<file path="config.mk">
export PLATFORM = sky130hd
export DESIGN_NAME = ldu_stall_ctrl
export DESIGN_NICKNAME = d
export VERILOG_FILES = /design/src/rtl/ldu_pkg.sv /design/src/rtl/ldu_hazard_detect.sv /design/src/rtl/ldu_fetch_reg.sv /design/src/rtl/ldu_bubble.sv /design/src/rtl/ldu_stall_ctrl.sv
export SDC_FILE = /design/constraint.sdc
export NUM_CORES = 1
export LEC_CHECK = 0
export ABC_AREA = 1
export BUFFER_PORTS_ARGS = -buffer_cell sky130_fd_sc_hd__buf_2
export CORE_UTILIZATION = 47
export DETAILED_ROUTE_END_ITERATION = 8
export PLACE_DENSITY = 0.85
export SLEW_MARGIN = 20
export SYNTH_ARGS = -nofsm -noshare
export SYNTH_HDL_FRONTEND = slang
export SYNTH_SLANG_ARGS = --single-unit
</file>
<file path="constraint.sdc">
create_clock -name clk_i -period 2.6 [get_ports clk_i]
set_input_delay 0 -clock clk_i [delete_from_list [all_inputs] [get_ports clk_i]]
set_output_delay 0 -clock clk_i [all_outputs]
set_load 0.01 [all_outputs]
</file>
<file path="src/rtl/ldu_pkg.sv">
package ldu_pkg;
  localparam int INSTR_W = 32;
  localparam int REG_W   = 5;
  localparam int NUM_SRC = 2;
  localparam int RS_LSB  = 21;
  localparam int RT_LSB  = 16;

  typedef logic [REG_W-1:0]   reg_idx_t;
  typedef logic [INSTR_W-1:0] instr_t;

  localparam instr_t NOP_INSTR = '0;

  function automatic int src_lsb(input int idx);
    return (idx == 0) ? RS_LSB : RT_LSB;
  endfunction
endpackage

</file>
<file path="src/rtl/ldu_hazard_detect.sv">
module ldu_hazard_detect
  import ldu_pkg::*;
(
  input  logic                      ld_pending_i,
  input  reg_idx_t                  ld_dst_i,
  input  reg_idx_t [NUM_SRC-1:0]    src_i,
  output logic                      hazard_o
);
  logic [NUM_SRC-1:0] hit;

  for (genvar g = 0; g < NUM_SRC; g++) begin : g_cmp
    assign hit[g] = (src_i[g] == ld_dst_i);
  end

  assign hazard_o = ld_pending_i && (|hit);
endmodule

</file>
<file path="src/rtl/ldu_fetch_reg.sv">
module ldu_fetch_reg
  import ldu_pkg::*;
(
  input  logic   clk_i,
  input  logic   rst_ni,
  input  logic   we_i,
  input  instr_t d_i,
  output instr_t q_o
);
  always_ff @(posedge clk_i or negedge rst_ni) begin
    if (!rst_ni)   q_o <= NOP_INSTR;
    else if (we_i) q_o <= d_i;
  end

  assert_hold_R6: assert property (@(posedge clk_i) disable iff (!rst_ni)
    !$past(we_i) |-> $stable(q_o));

  assert_load_R6: assert property (@(posedge clk_i) disable iff (!rst_ni)
    ($past(rst_ni) && $past(we_i)) |-> (q_o == $past(d_i)));

  always @(posedge clk_i) begin
    if (!rst_ni) assert_reset_R7: assert (q_o == NOP_INSTR);
  end
endmodule

</file>
<file path="src/rtl/ldu_bubble.sv">
module ldu_bubble #(
  parameter int CTL_W = 4
) (
  input  logic             zero_i,
  input  logic [CTL_W-1:0] ctl_i,
  output logic [CTL_W-1:0] ctl_o
);
  assign ctl_o = zero_i ? '0 : ctl_i;
endmodule

</file>
<file path="src/rtl/ldu_stall_ctrl.sv">
module ldu_stall_ctrl
  import ldu_pkg::*;
#(
  parameter int CTL_W = 4
) (
  input  logic                clk_i,
  input  logic                rst_ni,
  input  logic                idex_mem_rd_i,
  input  logic [REG_W-1:0]    idex_rt_i,
  input  logic [INSTR_W-1:0]  fetch_instr_i,
  input  logic [CTL_W-1:0]    dec_ctl_i,
  output logic                pc_we_o,
  output logic                ifid_we_o,
  output logic                ctl_zero_o,
  output logic [INSTR_W-1:0]  dec_instr_o,
  output logic [CTL_W-1:0]    idex_ctl_o
);
  logic                   stall;
  reg_idx_t [NUM_SRC-1:0] src;

  for (genvar g = 0; g < NUM_SRC; g++) begin : g_src
    assign src[g] = dec_instr_o[src_lsb(g) +: REG_W];
  end

  ldu_hazard_detect i_detect (
    .ld_pending_i (idex_mem_rd_i),
    .ld_dst_i     (idex_rt_i),
    .src_i        (src),
    .hazard_o     (stall)
  );

  ldu_fetch_reg i_ifid (
    .clk_i  (clk_i),
    .rst_ni (rst_ni),
    .we_i   (ifid_we_o),
    .d_i    (fetch_instr_i),
    .q_o    (dec_instr_o)
  );

  ldu_bubble #(.CTL_W(CTL_W)) i_bubble (
    .zero_i (stall),
    .ctl_i  (dec_ctl_i),
    .ctl_o  (idex_ctl_o)
  );

  assign pc_we_o    = !stall;
  assign ifid_we_o  = !stall;
  assign ctl_zero_o = stall;

  assert_rs_match_R1: assert property (@(posedge clk_i) disable iff (!rst_ni)
    (idex_mem_rd_i && idex_rt_i == dec_instr_o[RS_LSB +: REG_W]) |-> !pc_we_o);

  assert_rt_match_R2: assert property (@(posedge clk_i) disable iff (!rst_ni)
    (idex_mem_rd_i && idex_rt_i == dec_instr_o[RT_LSB +: REG_W]) |-> !ifid_we_o);

  assert_pass_R3: assert property (@(posedge clk_i) disable iff (!rst_ni)
    !idex_mem_rd_i |-> (pc_we_o && idex_ctl_o == dec_ctl_i));

  assert_freeze_R4: assert property (@(posedge clk_i) disable iff (!rst_ni)
    !pc_we_o |-> (!ifid_we_o && ctl_zero_o));

  assert_bubble_R5: assert property (@(posedge clk_i) disable iff (!rst_ni)
    ctl_zero_o |-> (idex_ctl_o == '0));
endmodule

</file>
==> results of run 1 <==
==> synthesized netlist by cell type <==
cell type	n
buf_4	4
buf_6	3
clkbuf_1	4
dfrtp_1	32
inv_1	15
inv_2	1
nand2_1	84
nand2_2	1
nand2_4	1
nand3_1	34
nor2_1	12
xnor2_1	2
==> cell families (layout without fill, tap and decap cells) <==
kind of cell	after synthesis	count (layout)
simple gates	132	132
flops	32	32
buf+inv	27	140
xor+xnor	2	2
==> how the worst max path moves through the flow <==
| stage | start | to | depth (start not counted) |
|---|---|---|---|
| global route | i_ifid.q_o[22] | idex_ctl_o[3] | 10 |
| global placement | i_ifid.q_o[16] | idex_ctl_o[1] | 9 |
| CTS | i_ifid.q_o[16] | idex_ctl_o[0] | 9 |
| floorplan | i_ifid.q_o[16] | i_ifid.q_o[17] | 9 |
| detailed placement | i_ifid.q_o[16] | idex_ctl_o[0] | 9 |
| finish | i_ifid.q_o[16] | idex_ctl_o[0] | 9 |
==> worst min-delay path, cell delays in order <==
cell     delay, ns
buf_2         0.31
nand3_1       0.17
nand2_1       0.05
==> routing by layer <==
layer,part of all wire,vias up,GRT usage
li1,-,820,-
met1,0.42,744,0.309
met2,0.51,64,0.445
met3,0.059,9,0.0725
met4,0.015,0,0.0986
met5,0,-,0
==> layout by cell type, fill, tap and decap left out <==
master,netlist,final
nand2_1,84,84
buf_2,0,82
nand3_1,34,34
dlygate4sd3_1,0,33
dfrtp_1,32,32
inv_1,15,15
nor2_1,12,12
clkbuf_4,0,5
xnor2_1,2,2
clkinv_2,0,2
inv_2,1,1
nand2_2,1,1
nand2_4,1,1
clkbuf_8,0,1
buf_4,4,1
==> repair_timing <==
action	4_1_cts	5_1_grt
hold endpoints to repair	64	0
hold buffers	33	0
endpoints found under the setup margin	0	0
==> power by group through the flow <==
stage / combinational, mW / sequential [mW] / clock (mW)
final: 0.250 / 0.565 / 0.297
after global routing: 0.278 / 0.570 / 0.332
after CTS: 0.249 / 0.563 / 0.305
after detailed placement: 0.211 / 0.572 / 0
after global placement: 0.205 / 0.572 / 0
after floorplan: 0.0934 / 0.591 / 0
==> layout make-up <==
| type | count | share of cell area |
|---|---|---|
| Sequential cell | 32 | 0.350 |
| Clock inverter | 2 | 0.00437 |
| Tap cell | 44 | 0.0240 |
| Inverter | 16 | 0.0262 |
| Timing Repair Buffer | 116 | 0.327 |
| Clock buffer | 6 | 0.0224 |
| Multi-Input combinational cell | 134 | 0.247 |
==> results.sh, run 1 <==
export IMPL_grt_max_degree=36
export IMPL_syn_avg_cell_area_sq_um=7.80
export IMPL_final_nets=349
export IMPL_postCtsResizedCells=0
export IMPL_worstRegToRegCells=8
export IMPL_antenna_cells=0
export IMPL_start_util=0.493
export IMPL_area_delta_synth_final_pct=52.2
export IMPL_cts_root_buffer="clkbuf_4"
export IMPL_required_ns=2.60
export IMPL_firstDrtPassIters=4
export IMPL_synth_cell_types=12
export IMPL_synth_area_leaders="dfrtp_1, nand2_1, nand3_1"
export IMPL_multi_input_area_sq_um=566
export IMPL_crit_buf_inv=2
export IMPL_grt_ovfl_total=0
export IMPL_dieArea_sq_mm=0.00343
export IMPL_cts_tree="yes"
export IMPL_num_vias=1637
export IMPL_finalInstanceArea_sq_mm=0.00229
export IMPL_holdWs_ns=0.222
export IMPL_cell_internal_pwr_mw=0.784
export IMPL_largest_reg_flops=32
export IMPL_p_leak_nw=1.34
export IMPL_hpwlAfterDp_um=2400
export IMPL_ys_warn_count=0
export IMPL_synth_top_cell_area_share=0.532
export IMPL_grt_pass1_wl_um=6570
export IMPL_p_sw_mw=0.329
export IMPL_pwr_share_seq=0.508
export IMPL_synthXorXnorAreaFrac=0.0116
export IMPL_dpl_cell_area_sq_mm=0.00190
export IMPL_cts_path_max_buffers=2
export IMPL_powerDensity_mw_per_mm2=486
export IMPL_crit_family="simple AND/OR/NAND/NOR gates"
export IMPL_core_sq_mm=0.00305
export IMPL_vias_per_cell=4.68
export IMPL_hold_depth=3
export IMPL_die_h_um=58.6
export IMPL_drive_above_1_share=0.307
export IMPL_synth_top_cell_by_area="dfrtp_1"
export IMPL_drt_iter0_drc=91
export IMPL_end_kind="primary output"
export IMPL_io_pins=83
export IMPL_die_w_um=58.6
export IMPL_h_tree_depth=2
export IMPL_r2r_start="i_ifid.q_o[16]"
export IMPL_worst_r2r_setup_slack_ns=0.90
export IMPL_max_slew_margin=0.538
export IMPL_clkLatencyLatePin_ns=0.33
export IMPL_r2r_end="i_ifid.q_o[24]"
export IMPL_dp_cells=309
export IMPL_numPortBuffers=82
export IMPL_maxCapViolations=0
export IMPL_period_minus_slack_ns=2.13
export IMPL_crit_type="reg -> out"
export IMPL_synth_nets=237
export IMPL_critPathMostFrequentCell="nor2_1"
export IMPL_p_total_mw=1.11
export IMPL_finish_utilization=0.750
export IMPL_status="complete, no violations"
export IMPL_cp_start_kind="flop"
export IMPL_pwr_share_clk=0.267
export IMPL_wire_per_inst_um=11.8
export IMPL_worstHoldEndpoint="i_ifid.q_o[15]"
export IMPL_max_freq_ghz=0.470
export IMPL_synth_mux_area_frac=0
export IMPL_fin_ws_ns=0.472
export IMPL_synth_compound_area_frac=0
export IMPL_first_global_vias=1554
export IMPL_crit_chain="nor2_1 > nor2_1 > nor2_1 > nand3_1 > nand2_2 > nand2_4 > inv_1 > nor2_1 > buf_2"
export IMPL_synth_seq_cells=32
export IMPL_synthesis_area_sq_mm=0.00151
export IMPL_cpPeakStageDelay_ns=0.42
export IMPL_worst_clock_skew_ns=0.00918
export IMPL_maxSlewViolCount=0
export IMPL_instances_no_fill=350
export IMPL_vdd_drop_max_v=0.000316
export IMPL_fin_setup_tns_ns=0
export IMPL_hp_class="in -> reg"
export IMPL_seq_area_frac_synth=0.532
export IMPL_largest_register="i_ifid.q_o"
export IMPL_cts_made_buffers=5
export IMPL_crit_arrival_ns=2.13
export IMPL_final_seq_area_sq_um=801
export IMPL_finalHoldViolCount=0
export IMPL_ant_nets=0
export IMPL_top_regs="i_ifid.q_o: 32 flops"
export IMPL_rows=20
export IMPL_p_comb_frac=0.225
export IMPL_swShare=0.295
export IMPL_cts_reportedPaths_clkPinSlew_ns=0.10
export IMPL_synth_simple_area_share=0.364
export IMPL_cp_max_fo=35
export IMPL_rsz0062_at_grt="false"
export IMPL_pre_cts_slack_ns=0.874
export IMPL_antenna_found_initial=0
export IMPL_cp_slowest_cell="dfrtp_1"
export IMPL_synthAdderAreaFrac=0
export IMPL_worstMarginPinSlew_ns=0.693
export IMPL_track_usage=0.259
export IMPL_period_share=0.819
export IMPL_post_route_drc_count=0
export IMPL_synth_top_family_by_area="simple AND/OR/NAND/NOR gates"
export IMPL_gp_congestion=0.738
export IMPL_fill_cells=264
export IMPL_cts_setup_buffers=0
export IMPL_synth_cells=193
export IMPL_routed_wirelength_um=4120
export IMPL_hp_start="idex_mem_rd_i"
export IMPL_setup_violations=0
export IMPL_clock_sinks=32
(Power assumes the default switching activity.)
==> run 2: changes to the inputs <==
CORE_UTILIZATION = 39   (was 47)
PLACE_DENSITY = 0.75   (was 0.85)
clock period = 1.88 ns   (was 2.6 ns; I/O delays follow)
==> run 2 against run 1 <==
Effect of this change: critical path type unchanged; cell count increased by 3.4%; critical path depth unchanged; clock skew decreased by 0.0037 ns; first-iteration DRC count decreased by 27%.
==> results.sh, run 2 (synthesized netlist as in run 1, its figures left out) <==
export IMPL_status="complete, no violations"
export IMPL_start_util=0.408
export IMPL_cts_path_max_buffers=2
export IMPL_fin_ws_ns=0.226
export IMPL_first_global_vias=1607
export IMPL_numPortBuffers=82
export IMPL_setup_violations=0
export IMPL_final_nets=357
export IMPL_wire_per_inst_um=12.3
export IMPL_finish_utilization=0.651
export IMPL_period_share=0.880
export IMPL_ant_nets=0
export IMPL_end_kind="primary output"
export IMPL_worst_clock_skew_ns=0.00548
export IMPL_cts_root_buffer="clkbuf_8"
export IMPL_instances_no_fill=362
export IMPL_cts_reportedPaths_clkPinSlew_ns=0.07
export IMPL_io_pins=83
export IMPL_die_w_um=64.1
export IMPL_dieArea_sq_mm=0.00411
export IMPL_routed_wirelength_um=4450
export IMPL_largest_reg_flops=32
export IMPL_final_common_cell="nand2_1"
export IMPL_hold_depth=3
export IMPL_h_tree_depth=2
export IMPL_die_h_um=64.1
export IMPL_core_sq_mm=0.00369
export IMPL_hp_class="in -> reg"
export IMPL_largest_register="i_ifid.q_o"
export IMPL_worstMarginPinSlew_ns=0.719
export IMPL_cpPeakStageDelay_ns=0.41
export IMPL_p_total_mw=1.69
export IMPL_drt_iter0_drc=66
export IMPL_finalInstanceArea_sq_mm=0.00240
export IMPL_crit_chain="nor2_1 > nor2_1 > nor2_1 > nand3_1 > nand2_4 > nand2_8 > inv_2 > nor2_1 > buf_2"
export IMPL_crit_arrival_ns=1.65
export IMPL_p_comb_frac=0.220
export IMPL_fin_setup_tns_ns=0
export IMPL_max_freq_ghz=0.605
export IMPL_cp_start_kind="flop"
export IMPL_cts_made_buffers=5
export IMPL_cp_slowest_cell="dfrtp_1"
export IMPL_fill_cells=310
export IMPL_area_delta_synth_final_pct=59.6
export IMPL_rows=22
export IMPL_p_leak_nw=1.38
export IMPL_top_regs="i_ifid.q_o: 32 flops"
export IMPL_critPathMostFrequentCell="nor2_1"
export IMPL_clkLatencyLatePin_ns=0.28
export IMPL_pre_cts_slack_ns=0.188
export IMPL_p_sw_mw=0.474
export IMPL_firstDrtPassIters=4
export IMPL_drive_above_1_share=0.322
export IMPL_track_usage=0.229
export IMPL_cell_internal_pwr_mw=1.22
export IMPL_grt_pass1_wl_um=7190
export IMPL_antenna_cells=0
export IMPL_cts_tree="yes"
export IMPL_cp_max_fo=18
export IMPL_pwr_share_clk=0.318
export IMPL_grt_max_degree=36
export IMPL_antenna_found_initial=0
export IMPL_maxCapViolations=0
export IMPL_vdd_drop_max_v=0.000510
export IMPL_holdWs_ns=0.136
export IMPL_final_cell_mix="nand2_1, buf_2, nand3_1, dlygate4sd3_1, dfrtp_1"
export IMPL_swShare=0.280
export IMPL_crit_type="reg -> out"
export IMPL_rsz0062_at_grt="false"
export IMPL_num_vias=1688
export IMPL_dpl_cell_area_sq_mm=0.00191
export IMPL_dp_cells=314
export IMPL_powerDensity_mw_per_mm2=705
export IMPL_required_ns=1.88
export IMPL_vias_per_cell=4.66
export IMPL_max_slew_margin=0.521
export IMPL_grt_ovfl_total=0
export IMPL_worstRegToRegCells=9
export IMPL_finalHoldViolCount=0
export IMPL_maxSlewViolCount=0
export IMPL_period_minus_slack_ns=1.65
export IMPL_gp_congestion=0.743
export IMPL_pwr_share_seq=0.462
export IMPL_clock_sinks=32
export IMPL_post_route_drc_count=0
export IMPL_hpwlAfterDp_um=2540
==> run 2: changes by cell type in the layout (fill, tap and decap cells not counted), sizes merged <==
cell	before	now
buf	83	90
clkbuf	6	8
nand2	86	87
clkinv	2	0
==> run 2: final timing paths <==
| path | startpoint | to | slack (ns) |
|---|---|---|---|
| min | idex_mem_rd_i | i_ifid.q_o[16] | 0.14 |
| max in group asynchronous | rst_ni | i_ifid.q_o[11] | 1.10 |
| max | i_ifid.q_o[21] | idex_ctl_o[1] | 0.23 |
| max reg2reg | i_ifid.q_o[21] | i_ifid.q_o[4] | 0.25 |
| min in group asynchronous | rst_ni | i_ifid.q_o[3] | 0.32 |
| min reg2reg | i_ifid.q_o[31] | i_ifid.q_o[31] | 0.51 |
==> run 2: worst max-delay path: cells and delay by family, from the launching register on <==
family	cells	cell delay, ns
DFF	1	0.41
and+or+nand+nor	7	0.72
buffers and inverters	2	0.24
==> run 2: power groups by stage <==
stage                     Combinational (mW)  Clock [mW]  Sequential (mW)
after floorplan                        0.129           0            0.818
after global placement                 0.288           0            0.794
after detailed placement               0.294           0            0.792
after CTS                              0.351       0.557            0.782
after global routing                   0.412       0.591            0.789
final                                  0.373       0.539            0.783
==> run 2: final cells by class <==
type,instances,area (sq um),share of cell area
Clock buffer,8,90.1,0.0375
Inverter,16,60.1,0.0250
Multi-Input combinational cell,135,591,0.246
Sequential cell,32,801,0.333
Tap cell,48,60.1,0.0250
Timing Repair Buffer,123,801,0.333
==> run 2: repair_timing <==
action / in CTS / in global routing
cloned: 0 / 1
gates resized for setup: 2 / 1
buffers inserted: 0 / 6
hold buffers: 33 / 0
pin swaps: 0 / 1
hold endpoints to repair: 64 / 0
endpoints found under the setup margin: 5 / 6
==> run 2: per-layer routing <==
metal / vias up / wire, um / global-route usage
li1: 833 / - / -
met1: 788 / 1820 / 0.274
met2: 62 / 2320 / 0.403
met3: 5 / 275 / 0.0643
met4: 0 / 35 / 0.0583
met5: - / 0 / 0
==> run 3: changes to the inputs <==
CORE_MARGIN = 5   (was unset)
==> run 3 against run 2 <==
Effect of this change: clock power grew 1%; power decreased by 0.68%; final area fell by 2.1%; maximum frequency fell by 1.8%; sequential share of layout area increased by 0.73 points; combinational power fell by 5%; largest power group unchanged.
==> results.sh, run 3 (synthesized netlist as in run 1, its figures left out) <==
export IMPL_numPortBuffers=82
export IMPL_dp_cells=315
export IMPL_cts_reportedPaths_clkPinSlew_ns=0.07
export IMPL_max_freq_ghz=0.593
export IMPL_drive_above_1_share=0.315
export IMPL_io_pins=83
export IMPL_status="complete, no violations"
export IMPL_clkLatencyLatePin_ns=0.28
export IMPL_dieArea_sq_mm=0.00520
export IMPL_required_ns=1.88
export IMPL_rsz0062_at_grt="false"
export IMPL_maxCapViolations=0
export IMPL_final_cell_mix="nand2_1, buf_2, nand3_1, dlygate4sd3_1, dfrtp_1"
export IMPL_clock_sinks=32
export IMPL_cts_tree="yes"
export IMPL_powerDensity_mw_per_mm2=716
export IMPL_cp_max_fo=35
export IMPL_cts_made_buffers=5
export IMPL_worst_clock_skew_ns=0.00397
export IMPL_ant_nets=0
export IMPL_cts_path_max_buffers=2
export IMPL_fin_setup_tns_ns=0
export IMPL_largest_register="i_ifid.q_o"
export IMPL_grt_pass1_wl_um=7160
export IMPL_instances_no_fill=356
export IMPL_rows=22
export IMPL_multi_input_area_sq_um=574
export IMPL_max_slew_margin=0.525
export IMPL_end_kind="primary output"
export IMPL_cts_setup_buffers=0
export IMPL_worstRegToRegCells=8
export IMPL_fill_cells=315
export IMPL_firstDrtPassIters=4
export IMPL_die_w_um=72.1
export IMPL_crit_arrival_ns=1.68
export IMPL_track_usage=0.173
export IMPL_vdd_drop_max_v=0.000590
export IMPL_final_seq_area_sq_um=801
export IMPL_antenna_cells=0
export IMPL_final_common_cell="nand2_1"
export IMPL_first_global_vias=1650
export IMPL_worst_r2r_setup_slack_ns=0.47
export IMPL_gp_congestion=0.731
export IMPL_area_delta_synth_final_pct=56.2
export IMPL_setup_violations=0
export IMPL_antenna_found_initial=0
export IMPL_hpwlAfterDp_um=2830
export IMPL_p_leak_nw=1.35
export IMPL_hold_depth=3
export IMPL_crit_type="reg -> out"
export IMPL_cts_root_buffer="clkbuf_8"
export IMPL_finalHoldViolCount=0
export IMPL_hp_class="in -> reg"
export IMPL_period_minus_slack_ns=1.68
export IMPL_top_regs="i_ifid.q_o: 32 flops"
export IMPL_maxSlewViolCount=0
export IMPL_grt_max_degree=36
export IMPL_cp_start_kind="flop"
export IMPL_die_h_um=72.1
export IMPL_period_share=0.896
export IMPL_start_util=0.408
export IMPL_grt_ovfl_total=0
export IMPL_p_total_mw=1.68
export IMPL_final_nets=351
export IMPL_num_vias=1621
export IMPL_worstMarginPinSlew_ns=0.712
export IMPL_vias_per_cell=4.55
export IMPL_h_tree_depth=2
export IMPL_routed_wirelength_um=4360
export IMPL_wire_per_inst_um=12.3
export IMPL_drt_iter0_drc=52
export IMPL_largest_reg_flops=32
export IMPL_post_route_drc_count=0
export IMPL_core_sq_mm=0.00369
-- run 3: cell count changes in the layout (fill, tap and decap cells not counted), sizes merged --
cell	previous run	this run
clkbuf	8	6
nand2	87	86
clkinv	0	2
buf	90	85
-- run 3: cell type report --
type	instances	share of cell area
Clock inverter	2	0.00426
Sequential cell	32	0.341
Multi-Input combinational cell	134	0.244
Clock buffer	6	0.0351
Tap cell	48	0.0255
Timing Repair Buffer	118	0.325
Inverter	16	0.0255
-- run 3: repair_timing --
item                                   CTS  global route
setup endpoints to repair                0             5
hold buffers                            33             0
endpoints found under the hold margin   64             0
resized for setup                        0             2
-- run 3: stage by stage --
step                setup WS [ns]  cell area [sq um]   util  hold slack (ns)
floorplan                   0.595               1510      -           -0.296
global placement            0.420               1920  0.520           0.0878
detailed placement          0.398               1920  0.520           0.0926
CTS                        0.0738               2340  0.635           0.0855
global route               0.0386               2350  0.637            0.126
finish                      0.195               2350  0.637            0.113
-- run 3: routing by layer --
| layer | vias up | share of wire | GRT usage | wire (um) |
|---|---|---|---|---|
| met5 | - | 0 | 0 | 0 |
| met4 | 0 | 0.0096 | 0.0438 | 42 |
| met3 | 5 | 0.086 | 0.0623 | 374 |
| met2 | 53 | 0.50 | 0.312 | 2180 |
| met1 | 746 | 0.41 | 0.193 | 1770 |
| li1 | 817 | - | - | - |
-- run 3: worst paths after layout --
check | endpoint | startpoint
max | idex_ctl_o[3] | i_ifid.q_o[16]
min | i_ifid.q_o[16] | idex_mem_rd_i
max reg2reg | i_ifid.q_o[8] | i_ifid.q_o[16]
min reg2reg | i_ifid.q_o[13] | i_ifid.q_o[13]
max in group asynchronous | i_ifid.q_o[24] | rst_ni
min in group asynchronous | i_ifid.q_o[11] | rst_ni
-- run 3: critical path, stage by stage (launching register included) --
cell and delay (ns):
dfrtp_1 0.41, nor2_1 0.11, nor2_1 0.05, nor2_1 0.10, nand3_1 0.10, nand2_2 0.15, nand2_8 0.16, inv_2 0.13
nor2_1 0.04, buf_2 0.13
-- run 3: power by group --
part / internal (mW) / switching (mW) / leakage, nW
Clock: 0.292 / 0.256 / 0.0510
Sequential: 0.744 / 0.0384 / 0.374
Combinational: 0.168 / 0.186 / 0.928
